<file path="src/rtl/stk_pkg.sv">
package stk_pkg;

    localparam logic [7:0] COMMA_BYTE = 8'hBC;

    typedef enum logic [1:0] {
        ALN_SEARCH = 2'd0,
        ALN_VERIFY = 2'd1,
        ALN_LOCKED = 2'd2
    } aln_state_e;

endpackage

</file>
<file path="src/rtl/stk_char_classify.sv">
// Classifies one lane word: comma detection, zero substitution, error flag.
module stk_char_classify
    import stk_pkg::*;
#(
    parameter int LANE_W = 16
) (
    input  logic [LANE_W-1:0]   word_i,
    input  logic [LANE_W/8-1:0] ctrl_i,
    input  logic                code_err_i,
    output logic [LANE_W-1:0]   word_o,
    output logic                is_comma_o,
    output logic                err_o
);
    localparam int NB = LANE_W / 8;

    logic [NB-1:0] byte_match;

    for (genvar b = 0; b < NB; b++) begin : g_byte
        assign byte_match[b] = ctrl_i[b] && (word_i[b*8 +: 8] == COMMA_BYTE);
    end

    assign is_comma_o = &byte_match;
    assign err_o      = code_err_i | ((|ctrl_i) & ~is_comma_o);
    assign word_o     = is_comma_o ? '0 : word_i;

endmodule

</file>
<file path="src/rtl/stk_align.sv">
// Sub-tick counter plus search / verify / locked state machine.
module stk_align
    import stk_pkg::*;
#(
    parameter int N_SUB        = 8,
    parameter int LOCK_PERIODS = 4,
    parameter int MISS_LIMIT   = 3
) (
    input  logic                                  clk,
    input  logic                                  rst_n,
    input  logic                                  comma_i,
    output logic [((N_SUB > 1) ? $clog2(N_SUB) : 1)-1:0] pos_o,
    output logic                                  last_o,
    output logic                                  realign_o,
    output logic                                  locked_o
);
    localparam int CW = (N_SUB > 1) ? $clog2(N_SUB) : 1;
    localparam int GW = $clog2(LOCK_PERIODS + 1);
    localparam int MW = $clog2(MISS_LIMIT + 1);
    localparam logic [CW-1:0] LAST_POS = CW'(N_SUB - 1);

    typedef struct packed {
        aln_state_e    st;
        logic [CW-1:0] cnt;
        logic [GW-1:0] good;
        logic [MW-1:0] miss;
        logic          bad;
    } aln_t;

    aln_t          aln_d, aln_q;
    logic [CW-1:0] pos;
    logic          last;
    logic          realign;

    always_comb begin
        aln_d   = aln_q;
        pos     = aln_q.cnt;
        realign = 1'b0;

        unique case (aln_q.st)
            ALN_SEARCH: begin
                if (comma_i) begin
                    pos        = '0;
                    realign    = 1'b1;
                    aln_d.st   = ALN_VERIFY;
                    aln_d.good = '0;
                end
            end
            ALN_VERIFY: begin
                if (comma_i && aln_q.cnt != '0) begin
                    pos        = '0;
                    realign    = 1'b1;
                    aln_d.good = '0;
                end
            end
            ALN_LOCKED: begin
                if (comma_i && aln_q.cnt != '0) begin
                    aln_d.bad = 1'b1;
                end
            end
            default: aln_d.st = ALN_SEARCH;
        endcase

        last      = (pos == LAST_POS);
        aln_d.cnt = last ? '0 : pos + 1'b1;

        if (last) begin
            if (aln_d.st == ALN_VERIFY) begin
                if (aln_d.good == GW'(LOCK_PERIODS - 1)) begin
                    aln_d.st   = ALN_LOCKED;
                    aln_d.good = '0;
                    aln_d.miss = '0;
                    aln_d.bad  = 1'b0;
                end else begin
                    aln_d.good = aln_d.good + 1'b1;
                end
            end else if (aln_d.st == ALN_LOCKED) begin
                if (aln_d.bad) begin
                    if (aln_d.miss == MW'(MISS_LIMIT - 1)) begin
                        aln_d.st   = ALN_SEARCH;
                        aln_d.miss = '0;
                    end else begin
                        aln_d.miss = aln_d.miss + 1'b1;
                    end
                end else begin
                    aln_d.miss = '0;
                end
                aln_d.bad = 1'b0;
            end
        end
    end

    always_ff @(posedge clk) begin
        if (!rst_n) begin
            aln_q <= '{st: ALN_SEARCH, cnt: '0, good: '0, miss: '0, bad: 1'b0};
        end else begin
            aln_q <= aln_d;
        end
    end

    assign pos_o     = pos;
    assign last_o    = last;
    assign realign_o = realign;
    assign locked_o  = (aln_d.st == ALN_LOCKED);

endmodule

</file>
<file path="src/rtl/stk_pack.sv">
// Collects sub-tick words into slots and emits the frame at period end.
module stk_pack #(
    parameter int LANE_W = 16,
    parameter int N_SUB  = 8
) (
    input  logic                                  clk,
    input  logic                                  rst_n,
    input  logic [LANE_W-1:0]                     word_i,
    input  logic [((N_SUB > 1) ? $clog2(N_SUB) : 1)-1:0] pos_i,
    input  logic                                  last_i,
    input  logic                                  realign_i,
    input  logic                                  lock_i,
    input  logic                                  err_i,
    output logic [N_SUB*LANE_W-1:0]               frame_o,
    output logic                                  valid_o,
    output logic                                  lock_o,
    output logic                                  err_o
);
    typedef struct packed {
        logic [N_SUB-1:0][LANE_W-1:0] slot;
        logic [N_SUB-1:0][LANE_W-1:0] frame;
        logic                         err_acc;
        logic                         valid;
        logic                         lock;
        logic                         err;
    } pk_t;

    pk_t  pk_d, pk_q;
    logic err_run;

    always_comb begin
        pk_d        = pk_q;
        pk_d.valid  = 1'b0;
        err_run     = (realign_i ? 1'b0 : pk_q.err_acc) | err_i;
        pk_d.slot[pos_i] = word_i;

        if (last_i) begin
            pk_d.frame   = pk_d.slot;
            pk_d.valid   = 1'b1;
            pk_d.lock    = lock_i;
            pk_d.err     = err_run;
            pk_d.err_acc = 1'b0;
        end else begin
            pk_d.err_acc = err_run;
        end
    end

    always_ff @(posedge clk) begin
        if (!rst_n) begin
            pk_q <= '0;
        end else begin
            pk_q <= pk_d;
        end
    end

    assign frame_o = pk_q.frame;
    assign valid_o = pk_q.valid;
    assign lock_o  = pk_q.lock;
    assign err_o   = pk_q.err;

endmodule

</file>
<file path="src/rtl/stk_demux.sv">
// Top: lane word classification, alignment and frame packing.
module stk_demux #(
    parameter int LANE_W       = 16,
    parameter int OUT_W        = 128,
    parameter int LOCK_PERIODS = 4,
    parameter int MISS_LIMIT   = 3
) (
    input  logic                clk,
    input  logic                rst_n,
    input  logic [LANE_W-1:0]   rx_word,
    input  logic [LANE_W/8-1:0] rx_ctrl,
    input  logic                rx_code_err,
    output logic [OUT_W-1:0]    frame_data,
    output logic                frame_valid,
    output logic                frame_locked,
    output logic                frame_err
);
    localparam int N_SUB = OUT_W / LANE_W;
    localparam int CW    = (N_SUB > 1) ? $clog2(N_SUB) : 1;

    logic [LANE_W-1:0] clean_word;
    logic              is_comma;
    logic              word_err;
    logic [CW-1:0]     pos;
    logic              last;
    logic              realign;
    logic              locked;

    stk_char_classify #(.LANE_W(LANE_W)) u_classify (
        .word_i     (rx_word),
        .ctrl_i     (rx_ctrl),
        .code_err_i (rx_code_err),
        .word_o     (clean_word),
        .is_comma_o (is_comma),
        .err_o      (word_err)
    );

    stk_align #(
        .N_SUB        (N_SUB),
        .LOCK_PERIODS (LOCK_PERIODS),
        .MISS_LIMIT   (MISS_LIMIT)
    ) u_align (
        .clk       (clk),
        .rst_n     (rst_n),
        .comma_i   (is_comma),
        .pos_o     (pos),
        .last_o    (last),
        .realign_o (realign),
        .locked_o  (locked)
    );

    stk_pack #(
        .LANE_W (LANE_W),
        .N_SUB  (N_SUB)
    ) u_pack (
        .clk       (clk),
        .rst_n     (rst_n),
        .word_i    (clean_word),
        .pos_i     (pos),
        .last_i    (last),
        .realign_i (realign),
        .lock_i    (locked),
        .err_i     (word_err),
        .frame_o   (frame_data),
        .valid_o   (frame_valid),
        .lock_o    (frame_locked),
        .err_o     (frame_err)
    );

endmodule

</file>
<file path="config.mk">
export PLATFORM = sky130hd
export DESIGN_NAME = stk_demux
export DESIGN_NICKNAME = d
export VERILOG_FILES = /design/src/rtl/stk_pkg.sv /design/src/rtl/stk_char_classify.sv /design/src/rtl/stk_align.sv /design/src/rtl/stk_pack.sv /design/src/rtl/stk_demux.sv
export SDC_FILE = /design/constraint.sdc
export NUM_CORES = 1
export LEC_CHECK = 0
export ABC_AREA = 1
export BUFFER_PORTS_ARGS = -buffer_cell sky130_fd_sc_hd__buf_4
export CAP_MARGIN = 30
export CORE_MARGIN = 5
export CORE_UTILIZATION = 50
export DETAILED_ROUTE_END_ITERATION = 8
export HOLD_SLACK_MARGIN = 0.15
export PLACE_DENSITY = 0.75
export SLEW_MARGIN = 15
export SYNTH_ARGS = -nofsm -noshare
export SYNTH_HDL_FRONTEND = slang
export SYNTH_SLANG_ARGS = --single-unit
export TNS_END_PERCENT = 30
</file>
<file path="constraint.sdc">
create_clock -name clk -period 2.4 [get_ports clk]
set_input_delay 0 -clock clk [delete_from_list [all_inputs] [get_ports clk]]
set_output_delay 0 -clock clk [all_outputs]
set_load 0.05 [all_outputs]
</file>
### Word-level counts from Yosys, hierarchy flattened

Index checks and enable logic that the tools add are counted.

* $add $sub $neg: 3
* magnitude comparators: 2
* equal/unequal tests: 11
* mux-type cells: 33
* bitwise logic cells: 5
* reductions and logical operators: 12

Operator list (number)
* bitwise mux 128 bit: 1
* demux 16 bit (select 3 bit): 1
* 2-to-1 mux 16 bit: 2
* 2-to-1 mux 3 bit: 10
* 2-to-1 mux 2 bit: 9
* equality test 8 bit (second input constant): 2
* case mux 3 bit (2 select lines): 2
* equality test 2 bit (second input constant): 4
* adder 3 x 1 -> 3 bit (second input constant): 2
* 2-to-1 mux 6 bit: 1
* OR reduction 2 bit: 3
* 2-to-1 mux 1 bit: 5
* equality test 2 x 1 -> 1 bit (second input constant): 2
* logical AND 1 bit: 4
* less-than comparator 3 x 4 -> 1 bit (second input constant): 1
* case mux 2 bit (2 select lines): 1
* equality test 3 x 2 -> 1 bit (second input constant): 1
* equality test 3 bit (second input constant): 1
* greater-or-equal comparator 3 x 1 -> 1 bit (second input constant): 1
* AND reduction 3 bit: 1
* nonzero test 3 bit: 1
* adder 2 x 1 -> 2 bit (second input constant): 1
* zero test 2 bit: 1
* inequality test 2 bit (second input constant): 1
* 6 further kinds: 8

* register bits after elaboration: 271
* input port bits: 21
* output and inout bits: 131

### Logic depth before layout (Yosys ltp)

Gate-level depths: netlist of run 1.

* depth after elaboration: 12
* mapped depth: 16
* depth with buffers taken out: 15

### Hierarchy

From an unflattened synthesis of run 1, not the netlist that was laid out.

* cells, all modules: 1654
* area, all modules: 11716.2 um^2

By module, submodules not included
* stk_pack: instances 1, cells each 1532, area an instance 10842.9 um^2, sequential area each 5205.0 um^2
* stk_align: instances 1, cells each 84, area an instance 614.3 um^2, sequential area each 220.2 um^2
* stk_char_classify: instances 1, cells each 38, area an instance 259.0 um^2, sequential area each 0.0 um^2

### Worst setup path before layout of run 1

No wires, ideal clock.

* path kind: in2reg
* start: input rx_word[6]
* end: register u_pack.pk_q (netlist bit u_pack.frame_o[45])
* library setup time: 0.074 ns
* data arrival time: 1.895 ns
* required time: 2.326 ns
* slack: 0.430 ns
* stages on the path: 15
* path buffers: 2
* path through: inv_2 -> nand2_2 -> nor2_4 -> inv_2 -> nor2_4 -> nand3_4 -> nand2_1 -> inv_2 -> ha_1 -> ha_1 -> nor2_1 -> buf_2 -> buf_1 -> nand2_1 -> o21ai_0

* elaborated cells on any way between the ends: 15

RTL lines
* from (decl): line stk_demux.sv:10 `input logic [LANE_W-1:0] rx_word,`
* equality test 8 bit (*): line stk_char_classify.sv:19 `assign byte_match[b] = ctrl_i[b] && (word_i[b*8 +: 8] == COMMA_BYTE);`
* logical AND 1 bit (*): line stk_char_classify.sv:19
* AND reduction 2 bit (*): line stk_char_classify.sv:22 `assign is_comma_o = &byte_match;`
* logical AND 1 bit: line stk_align.sv:50 `if (comma_i && aln_q.cnt != '0) begin`
* 2-to-1 mux 3 bit: line stk_align.sv:50
* case mux 3 bit (2 select lines) (*): line stk_align.sv:40 `unique case (aln_q.st)`
* equality test 3 bit (*): line stk_align.sv:64 `last = (pos == LAST_POS);`
* via last: line stk_demux.sv:25 `logic last;`
* to (signal assigned): line stk_pack.sv:52 `pk_q <= pk_d;`
* to (decl): line stk_pack.sv:28 `pk_t pk_d, pk_q;`

Mark *: on every way through the listed nets, which the timed path passes. The rest lies on a longest branch.
A chain may end at the register's enable or synchronous reset.

### Worst setup path in the final report of run 1

* start: input rx_word[8]
* end: register u_pack.pk_q (netlist bit u_pack.frame_o[126])

The elaborated chain is that of the path after synthesis.

==> results of run 1 <==
## cell usage in the layout (no fill, tap or decap), types with 7 or more instances in the layout
cell type,count
a21oi_1,8
buf_4,163
clkbuf_1,7
clkbuf_16,29
clkbuf_8,7
dfxtp_1,271
dlygate4sd3_1,16
inv_1,154
inv_2,12
nand2_1,608
nand3_1,103
nor2_1,140
o21ai_0,54
## layer usage
metal  routed length, µm  global-route usage  share of wire
met5                   0                   0              0
met4                 866              0.0765          0.031
met3                1960              0.0379          0.070
met2               13000               0.346           0.47
met1               12000               0.276           0.43
## worst min-delay path: cells and delay by family
kind	cells	cell delay [ns]
buffers and inverters	3	0.30
and+or+nand+nor	6	0.37
## layout make-up
| class | count | share of cell area |
|---|---|---|
| Timing Repair Buffer | 182 | 0.113 |
| Sequential cell | 271 | 0.426 |
| Clock inverter | 9 | 0.00973 |
| Tap cell | 280 | 0.0275 |
| Inverter | 167 | 0.0494 |
| Multi-Input combinational cell | 944 | 0.307 |
| Clock buffer | 43 | 0.0666 |
## power by group
group	leakage (nW)	internal [mW]	switching (mW)	total, mW
logic	3.69	0.219	0.526	0.745
clock network	0.482	2.75	1.74	4.49
registers	2.19	4.63	0.0405	4.67
## how the worst min path moves through the flow
stage / startpoint / to / slack, ns / cells after the start
floorplan: rst_n / u_align.aln_q[1]$_SDFFE_PN0P_ / 0.12 / 2
detailed placement: rst_n / u_align.aln_q[2]$_SDFFE_PN0P_ / 0.30 / 3
global placement: rx_code_err / u_pack.pk_q[3]$_SDFF_PP0_ / 0.29 / 3
CTS: rx_word[7] / u_align.aln_q[6]$_SDFF_PP0_ / 0.17 / 9
finish: rx_word[7] / u_align.aln_q[6]$_SDFF_PP0_ / 0.19 / 9
global route: rx_word[7] / u_align.aln_q[4]$_SDFF_PN0_ / 0.24 / 8
## through the flow
step	worst slack (ns)	hold WS, ns	util	instances	total power [mW]
after detailed placement	0.264	0.300	0.528	1828	5.48
after global routing	0.0109	0.242	0.580	1896	10.3
after floorplan	0.430	0.121	-	1568	5.27
after global placement	0.324	0.290	0.528	1828	5.46
after CTS	0.246	0.175	0.580	1896	9.96
final	0.178	0.190	0.580	1896	9.90
## registers in the layout, indices dropped and copies added (netlist names)
register	flops
u_align.aln_q	11
u_pack.pk_q	129
u_pack.valid_o	1
u_pack.frame_o	128
u_pack.err_o	1
u_pack.lock_o	1
## cell families after synthesis
| family | Yosys count | synth area share |
|---|---|---|
| DFF | 271 | 0.484 |
| buffers and inverters | 353 | 0.167 |
| and+or+nand+nor | 875 | 0.316 |
| AOI/OAI and AO/OA | 66 | 0.0298 |
| adders and majority gates | 3 | 0.00335 |
## timing repair
action                                 CTS  global route
setup endpoints to repair                0             6
endpoints found under the hold margin  130             0
hold buffers                            16             0
buffers inserted                         0             0
==> results_dict.tcl, run 1 <==
set metrics [dict create \
    run_status "completed" \
    die_area_um2 25500 \
    cts.clk_slew.worst_paths_ns 0.06 \
    post_drt_wl_per_cell_um 14.7 \
    numPortBuffers 151 \
    leakage_nw 6.36 \
    synth-edff-count 0 \
    grt-ovfl-total 0 \
    antenna_found_initial 0 \
    ys.warnings.count 0 \
    cts_buffers 28 \
    yosysMostFrequentCell "nand2_1" \
    hold_violations 0 \
    wirelength_um 27800 \
    yosysSeqAreaShare 0.484 \
    worstPathCellList "dlygate4sd3_1 -> buf_4 -> nor2_1 -> nand3_1 -> nor2_4 -> nand3_4 -> nand2_1 -> inv_2 -> ha_1 -> ha_1 -> nand2_1 -> inv_2 -> buf_12 -> nand3_1 -> nand2_1" \
    grt_pass1_wl_um 44200 \
    via_count 9206 \
    cts.sinks 271 \
    cts-root-buf "clkbuf_16" \
    cp_common_cell "nand2_1" \
    drtPass1Iterations 5 \
    synth_area_per_cell_um2 7.14 \
    drive_gt1_frac 0.150 \
    netlist_area_um2 11200 \
    reg2reg_to "u_pack.frame_o[96]$_SDFFE_PN0P_" \
    maxSlewViolCount 0 \
    hpwl_um 17600 \
    worst_pin_slew_ns 0.655 \
    critical_path_arrival_ns 2.64 \
    syn_nets 1592 \
    htreeDepth 1 \
    setup_violations 0 \
    ios 152 \
    cp_slowest_cell "dlygate4sd3_1" \
    finalCritPeriodShare 0.926 \
    ant_nets 0 \
    synthTopCellsByCount "nand2_1 (608), dfxtp_1 (271), inv_1 (155)" \
    critPathMaxFanout 81 \
    syn2layout_area_growth_pct 13.7 \
    rsz0062_at_grt "no" \
    path_depth 15 \
    clock_skew_ns 0.0117 \
    die_w_um 160 \
    gp_congestion 0.819 \
    synth_area_leaders "dfxtp_1 (48%), nand2_1 (20%), buf_4 (8.6%)" \
    finalCriticalPeriod_ns 2.22 \
    final_cell_area_um2 12700 \
    path_class "in -> reg" \
    drtIter0Drc 775 \
    critical-path-top-delay-family "simple AND/OR/NAND/NOR gates" \
    synth_top_cell_area_share 0.484 \
    max_stage_delay_ns 0.54 \
    nFillCells 2046 \
    vias_per_cell 4.86 \
    cts_tree "built" \
    die_y_um 160 \
    row_count 54 \
    setup_tns_ns 0 \
    max_cap_viol_count 0 \
    yosys.cell_types.count 24 \
    placed_area_um2 11600 \
    async_reset_ff_frac 0 \
    worstSetupEndpoint "u_pack.frame_o[126]$_SDFFE_PN0P_" \
    multi_input_area_um2 3910 \
    netlist_instances 1568 \
    drc 0 \
    vdd_ir_drop_max_mv 0.433 \
    relSlewSlack 0.562 \
    critPathRequiredTime_ns 2.82 \
    grt_max_degree 82 \
    nNetsFinal 1618 \
    synth_top_cell_by_area "dfxtp_1" \
    fmax_ghz 0.450 \
    startpoint "rx_word[8]" \
    insertion_delay_ns 0.53 \
    r2r_start "u_align.aln_q[10]$_SDFF_PN0_" \
    ys.flop_type "dfxtp_1" \
    powerDensity_nw_per_um2 778 \
    rr_worst_depth 11 \
    synth_seq_cells 271 \
    rrSetupSlack_ns 0.32 \
    min_path_type "in -> reg" \
    core_area_um2 22000 \
    initial_core_util 0.510 \
    critical_path.endpoint_type "register" \
    seqCellArea_um2 5430 \
    n_antenna_cell 0 \
    ctsResizeCount 0 \
    cp.buffers_inverters 5 \
    clockBufferDepth 3 \
    grt_pass1_vias 8683 \
    grt.total_usage 0.210 \
    startpoint_type "input pin" \
]
No activity file was read; power rests on OpenSTA's default activity.
==> inputs of run 2 (changes only) <==
clock period = 2.1 ns   (was 2.4 ns; I/O delays follow)
==> results_dict.tcl, run 2 (synthesis gave the netlist of run 1 again) <==
set metrics [dict create \
    worstPathCellList "dlygate4sd3_1 -> buf_4 -> nor2_1 -> nand3_2 -> nor2_4 -> nand3_4 -> nand2_1 -> inv_2 -> ha_1 -> ha_4 -> nor2_4 -> buf_12 -> clkbuf_16 -> nand2_1 -> nand2_1" \
    startpoint_type "input pin" \
    drtIter0Drc 648 \
    die_y_um 160 \
    ant_nets 0 \
    numPortBuffers 151 \
    grtUsageMet1 0.282 \
    max_cap_viol_count 0 \
    cts_buffers 27 \
    cts.clk_slew.worst_paths_ns 0.06 \
    layout_commonest_cell "nand2_1" \
    clockBufferDepth 3 \
    leakage_nw 6.44 \
    drtPass1Iterations 5 \
    grt-ovfl-total 0 \
    fin_ws_ns 0.0815 \
    drc 0 \
    grt_pass1_wl_um 44500 \
    row_count 54 \
    grt_pass1_vias 8703 \
    regMostFlops "u_pack.pk_q" \
    largest_register_ffs 129 \
    critPathRequiredTime_ns 2.57 \
    min_path_type "in -> reg" \
    setup_violations 0 \
    antenna_found_initial 0 \
    path_class "in -> reg" \
    fmax_ghz 0.495 \
    mostFrequentLayoutCells "nand2_1 (608), dfxtp_1 (271), buf_4 (175), inv_1 (154), nor2_1 (139)" \
    finalCritPeriodShare 0.961 \
    cp_slowest_cell "dlygate4sd3_1" \
    hold_violations 0 \
    die_area_um2 25500 \
    die_w_um 160 \
    grt_use_met2 0.343 \
    post_drt_wl_per_cell_um 14.8 \
    grtUsageMet3 0.0361 \
    n_antenna_cell 0 \
    initial_core_util 0.510 \
    via_count 9353 \
    finalCriticalPeriod_ns 2.02 \
    vdd_ir_drop_max_mv 0.538 \
    relSlewSlack 0.591 \
    hold_slack_ns 0.176 \
    cts.sinks 271 \
    syn2layout_area_growth_pct 15.7 \
    critPathMaxFanout 35 \
    drive_gt1_frac 0.159 \
    nNetsFinal 1637 \
    clock_skew_ns 0.00913 \
    worst_pin_slew_ns 0.613 \
    gp_congestion 0.890 \
    max_stage_delay_ns 0.55 \
    htreeDepth 1 \
    maxSlewViolCount 0 \
    cts-root-buf "clkbuf_16" \
    vias_per_cell 4.89 \
    place_ws_ns 0.000989 \
    critical_path_arrival_ns 2.48 \
    powerDensity_nw_per_um2 872 \
    ios 152 \
    placed_area_um2 11700 \
    fin_util 0.590 \
    cp_common_cell "nand2_1" \
    insertion_delay_ns 0.53 \
    wirelength_um 28400 \
    grt.total_usage 0.209 \
    hpwl_um 18100 \
    final_cell_area_um2 13000 \
    core_area_um2 22000 \
    grt_max_degree 72 \
    busiest_layer "met2" \
    critical_path.endpoint_type "register" \
    run_status "completed" \
    cts_tree "built" \
]
## run 2: cell type report
class	instances	area [µm²]
Clock buffer	36	729
Clock inverter	12	200
Fill cell	1986	9000
Inverter	167	629
Multi-Input combinational cell	944	3940
Sequential cell	271	5430
Tap cell	280	350
Timing Repair Buffer	202	1680
## run 2: routing by layer
| layer | up-vias | share of wire |
|---|---|---|
| li1 | 4695 | - |
| met1 | 4291 | 0.44 |
| met2 | 309 | 0.46 |
| met3 | 58 | 0.071 |
| met4 | 0 | 0.026 |
| met5 | - | 0 |
## run 2: power by group
group / switching [mW] / leakage, nW / internal [mW] / total (mW)
sequential: 0.0458 / 2.19 / 5.29 / 5.33
clock: 2.01 / 0.443 / 3.06 / 5.07
combinational: 0.612 / 3.81 / 0.282 / 0.894
## run 2: critical path: cells and delay by family
kind | cells | cell delay, ns
buffers and inverters | 5 | 1.12
adders and majority gates | 2 | 0.41
and+or+nand+nor | 8 | 0.92
## run 2: timing repair
item / 4_1_cts / 5_1_grt
hold endpoints to repair: 162 / 0
endpoints found under the setup margin: 0 / 125
buffers inserted: 0 / 3
resized for setup: 0 / 7
hold buffers: 18 / 0
## run 2: stage by stage
step | power [mW] | TNS [ns] | instances
finish | 11.3 | 0 | 1912
CTS | 11.3 | 0 | 1907
global placement | 6.25 | 0 | 1841
floorplan | 6.02 | 0 | 1568
detailed placement | 6.28 | 0 | 1841
global route | 11.7 | -0.368 | 1912
## run 2: final timing paths
path | start | end | slack [ns] | cells after the start
setup / recovery | rx_word[8] | u_pack.err_o$_SDFFE_PN0P_ | 0.08 | 15
hold / removal | rx_word[15] | u_pack.pk_q[179]$_SDFF_PN0_ | 0.18 | 5
setup reg to reg | u_align.aln_q[7]$_SDFF_PP0_ | u_align.aln_q[2]$_SDFFE_PN0P_ | 0.19 | 11
hold reg to reg | u_pack.frame_o[51]$_SDFFE_PN0P_ | u_pack.frame_o[51]$_SDFFE_PN0P_ | 0.45 | 2
==> inputs of run 3 (changes only) <==
CORE_MARGIN = 2   (was 5)
clock period = 1.9 ns   (was 2.1 ns; I/O delays follow)
==> results_dict.tcl, run 3 (synthesis gave the netlist of run 1 again) <==
set metrics [dict create \
    die_y_um 154 \
    startpoint_type "input pin" \
    critical_path.endpoint_type "register" \
    critPathMaxFanout 9 \
    hold_depth 9 \
    ant_nets 0 \
    via_count 9565 \
    cp_slowest_cell "dlygate4sd3_1" \
    finalCritPeriodShare 0.956 \
    cts.clk_slew.worst_paths_ns 0.06 \
    path_class "in -> reg" \
    n_antenna_cell 0 \
    grt_pass1_wl_um 44300 \
    hold_violations 0 \
    setup_violations 0 \
    worstPathCellList "dlygate4sd3_1 -> buf_4 -> nand2_1 -> inv_1 -> nand3_2 -> nor2_4 -> nand3_4 -> nand2_2 -> inv_2 -> ha_2 -> ha_4 -> nor2_4 -> buf_6 -> buf_8 -> clkbuf_16 -> nand2_1 -> nand2_1" \
    critical-path-top-delay-family "buffers and inverters" \
    cts_tree "built" \
    htreeDepth 1 \
    finalCriticalPeriod_ns 1.82 \
    post_drt_wl_per_cell_um 14.8 \
    critical_path_arrival_ns 2.28 \
    hpwl_um 18200 \
    post-place-cells 1871 \
    critPathRequiredTime_ns 2.36 \
    max_stage_delay_ns 0.53 \
    antenna_found_initial 0 \
    cts.sinks 271 \
    min_path_type "in -> reg" \
    cp.buffers_inverters 7 \
    nNetsFinal 1682 \
    rrSetupSlack_ns 0.13 \
    run_status "completed" \
    drtPass1Iterations 6 \
    hp-start "rx_word[9]" \
    grt_pass1_vias 8648 \
    leakage_nw 6.70 \
    fmax_ghz 0.550 \
    startpoint "rx_word[11]" \
    powerDensity_nw_per_um2 897 \
    row_count 54 \
    power_mw 12.0 \
    grt-ovfl-total 0 \
    reg2reg_to "u_pack.frame_o[96]$_SDFFE_PN0P_" \
    ios 152 \
    vdd_ir_drop_max_mv 0.560 \
    die_area_um2 23600 \
    layout_commonest_cell "nand2_1" \
    mostFrequentLayoutCells "nand2_1 (606), dfxtp_1 (271), buf_4 (196), inv_1 (154), nor2_1 (140)" \
    cts_buffers 27 \
    initial_core_util 0.512 \
    r2r_start "u_align.aln_q[10]$_SDFF_PN0_" \
    clockBufferDepth 3 \
    wirelength_um 29000 \
    fin_util 0.613 \
    die_w_um 154 \
    max_cap_viol_count 0 \
    fin_cells 1956 \
    largest_register_ffs 129 \
    numPortBuffers 151 \
    clock_skew_ns 0.0172 \
    insertion_delay_ns 0.53 \
    grt_max_degree 96 \
    cts-root-buf "clkbuf_16" \
    syn2layout_area_growth_pct 19.8 \
    grt.total_usage 0.230 \
    hold_path_end "u_align.aln_q[6]$_SDFF_PP0_" \
    drc 0 \
    rr_worst_depth 12 \
    drtIter0Drc 684 \
    cp_common_cell "nand2_1" \
    maxSlewViolCount 0 \
    core_area_um2 21900 \
    gp_congestion 0.863 \
    relSlewSlack 0.568 \
    vias_per_cell 4.89 \
    regMostFlops "u_pack.pk_q" \
    worst_pin_slew_ns 0.648 \
    drive_gt1_frac 0.179 \
]
run 3: cell count changes in the layout (fill, tap and decap cells not counted), moves of 2 or more:
cell / before / now
nand2_1: 608 / 606
buf_12: 5 / 13
nand2_2: 2 / 4
clkinv_2: 2 / 7
nor2_2: 4 / 2
buf_4: 175 / 196
inv_2: 12 / 10
buf_6: 1 / 5
clkbuf_16: 29 / 34
clkinvlp_4: 3 / 1
clkbuf_8: 2 / 7
dlygate4sd3_1: 18 / 25
bufinv_16: 5 / 0
run 3: routing by layer:
layer	track usage	vias to the layer above	routed length (µm)
met4	0.0594	0	573
met1	0.319	4444	12800
met2	0.382	296	13800
met5	0	-	0
li1	-	4785	-
met3	0.0290	40	1820
run 3: how the worst max path moves through the flow:
stage,to,cells past startpoint
detailed placement,u_pack.frame_o[43]$_SDFFE_PN0P_,14
CTS,u_pack.frame_o[99]$_SDFFE_PN0P_,16
floorplan,u_pack.frame_o[106]$_SDFFE_PN0P_,15
global route,u_align.aln_q[10]$_SDFF_PN0_,14
finish,u_pack.frame_o[96]$_SDFFE_PN0P_,17
global placement,u_pack.frame_o[48]$_SDFFE_PN0P_,14
run 3: through the flow:
stage	instance area [µm²]	worst slack (ns)	TNS (ns)	hold slack (ns)
finish	13400	0.0827	0	0.136
global placement	12000	-0.125	-11.71	0.294
detailed placement	12000	-0.200	-20.50	0.292
global route	13400	-0.0318	-0.316	0.179
floorplan	11200	-0.0564	-3.95	0.121
CTS	13100	0.0106	0	0.164
run 3: layout make-up:
type / count / area (µm²)
tap: 280 / 350
clock buffer: 41 / 798
inverter: 167 / 632
clock inverter: 6 / 32.5
sequential: 271 / 5430
multi-input combinational: 944 / 3950
timing repair buffer: 247 / 2230
fill: 1900 / 8470
run 3: report_power, final:
part | leakage, nW | total (mW) | switching (mW) | internal [mW]
registers | 2.19 | 5.89 | 0.0491 | 5.85
clock network | 0.411 | 5.02 | 2.14 | 2.88
logic | 4.10 | 1.13 | 0.715 | 0.412
run 3: what timing repair did:
item                                   in CTS  in global routing
hold buffers                               25                  0
buffers inserted                            0                  6
endpoints found under the hold margin     229                  0
setup endpoints to repair                  42                141
pin swaps                                   1                  3
gates resized for setup                     1                 24
gates cloned                                0                  7
run 3: worst register-to-register path: stages, from the launching register on:
cell and delay (ns):
dfxtp_1 0.30, inv_1 0.15, nand3_4 0.11, nand2_2 0.07, inv_2 0.04, ha_2 0.19
ha_4 0.18, nor2_4 0.13, buf_6 0.14, buf_8 0.15, clkbuf_16 0.16, nand2_1 0.05
nand2_1 0.06
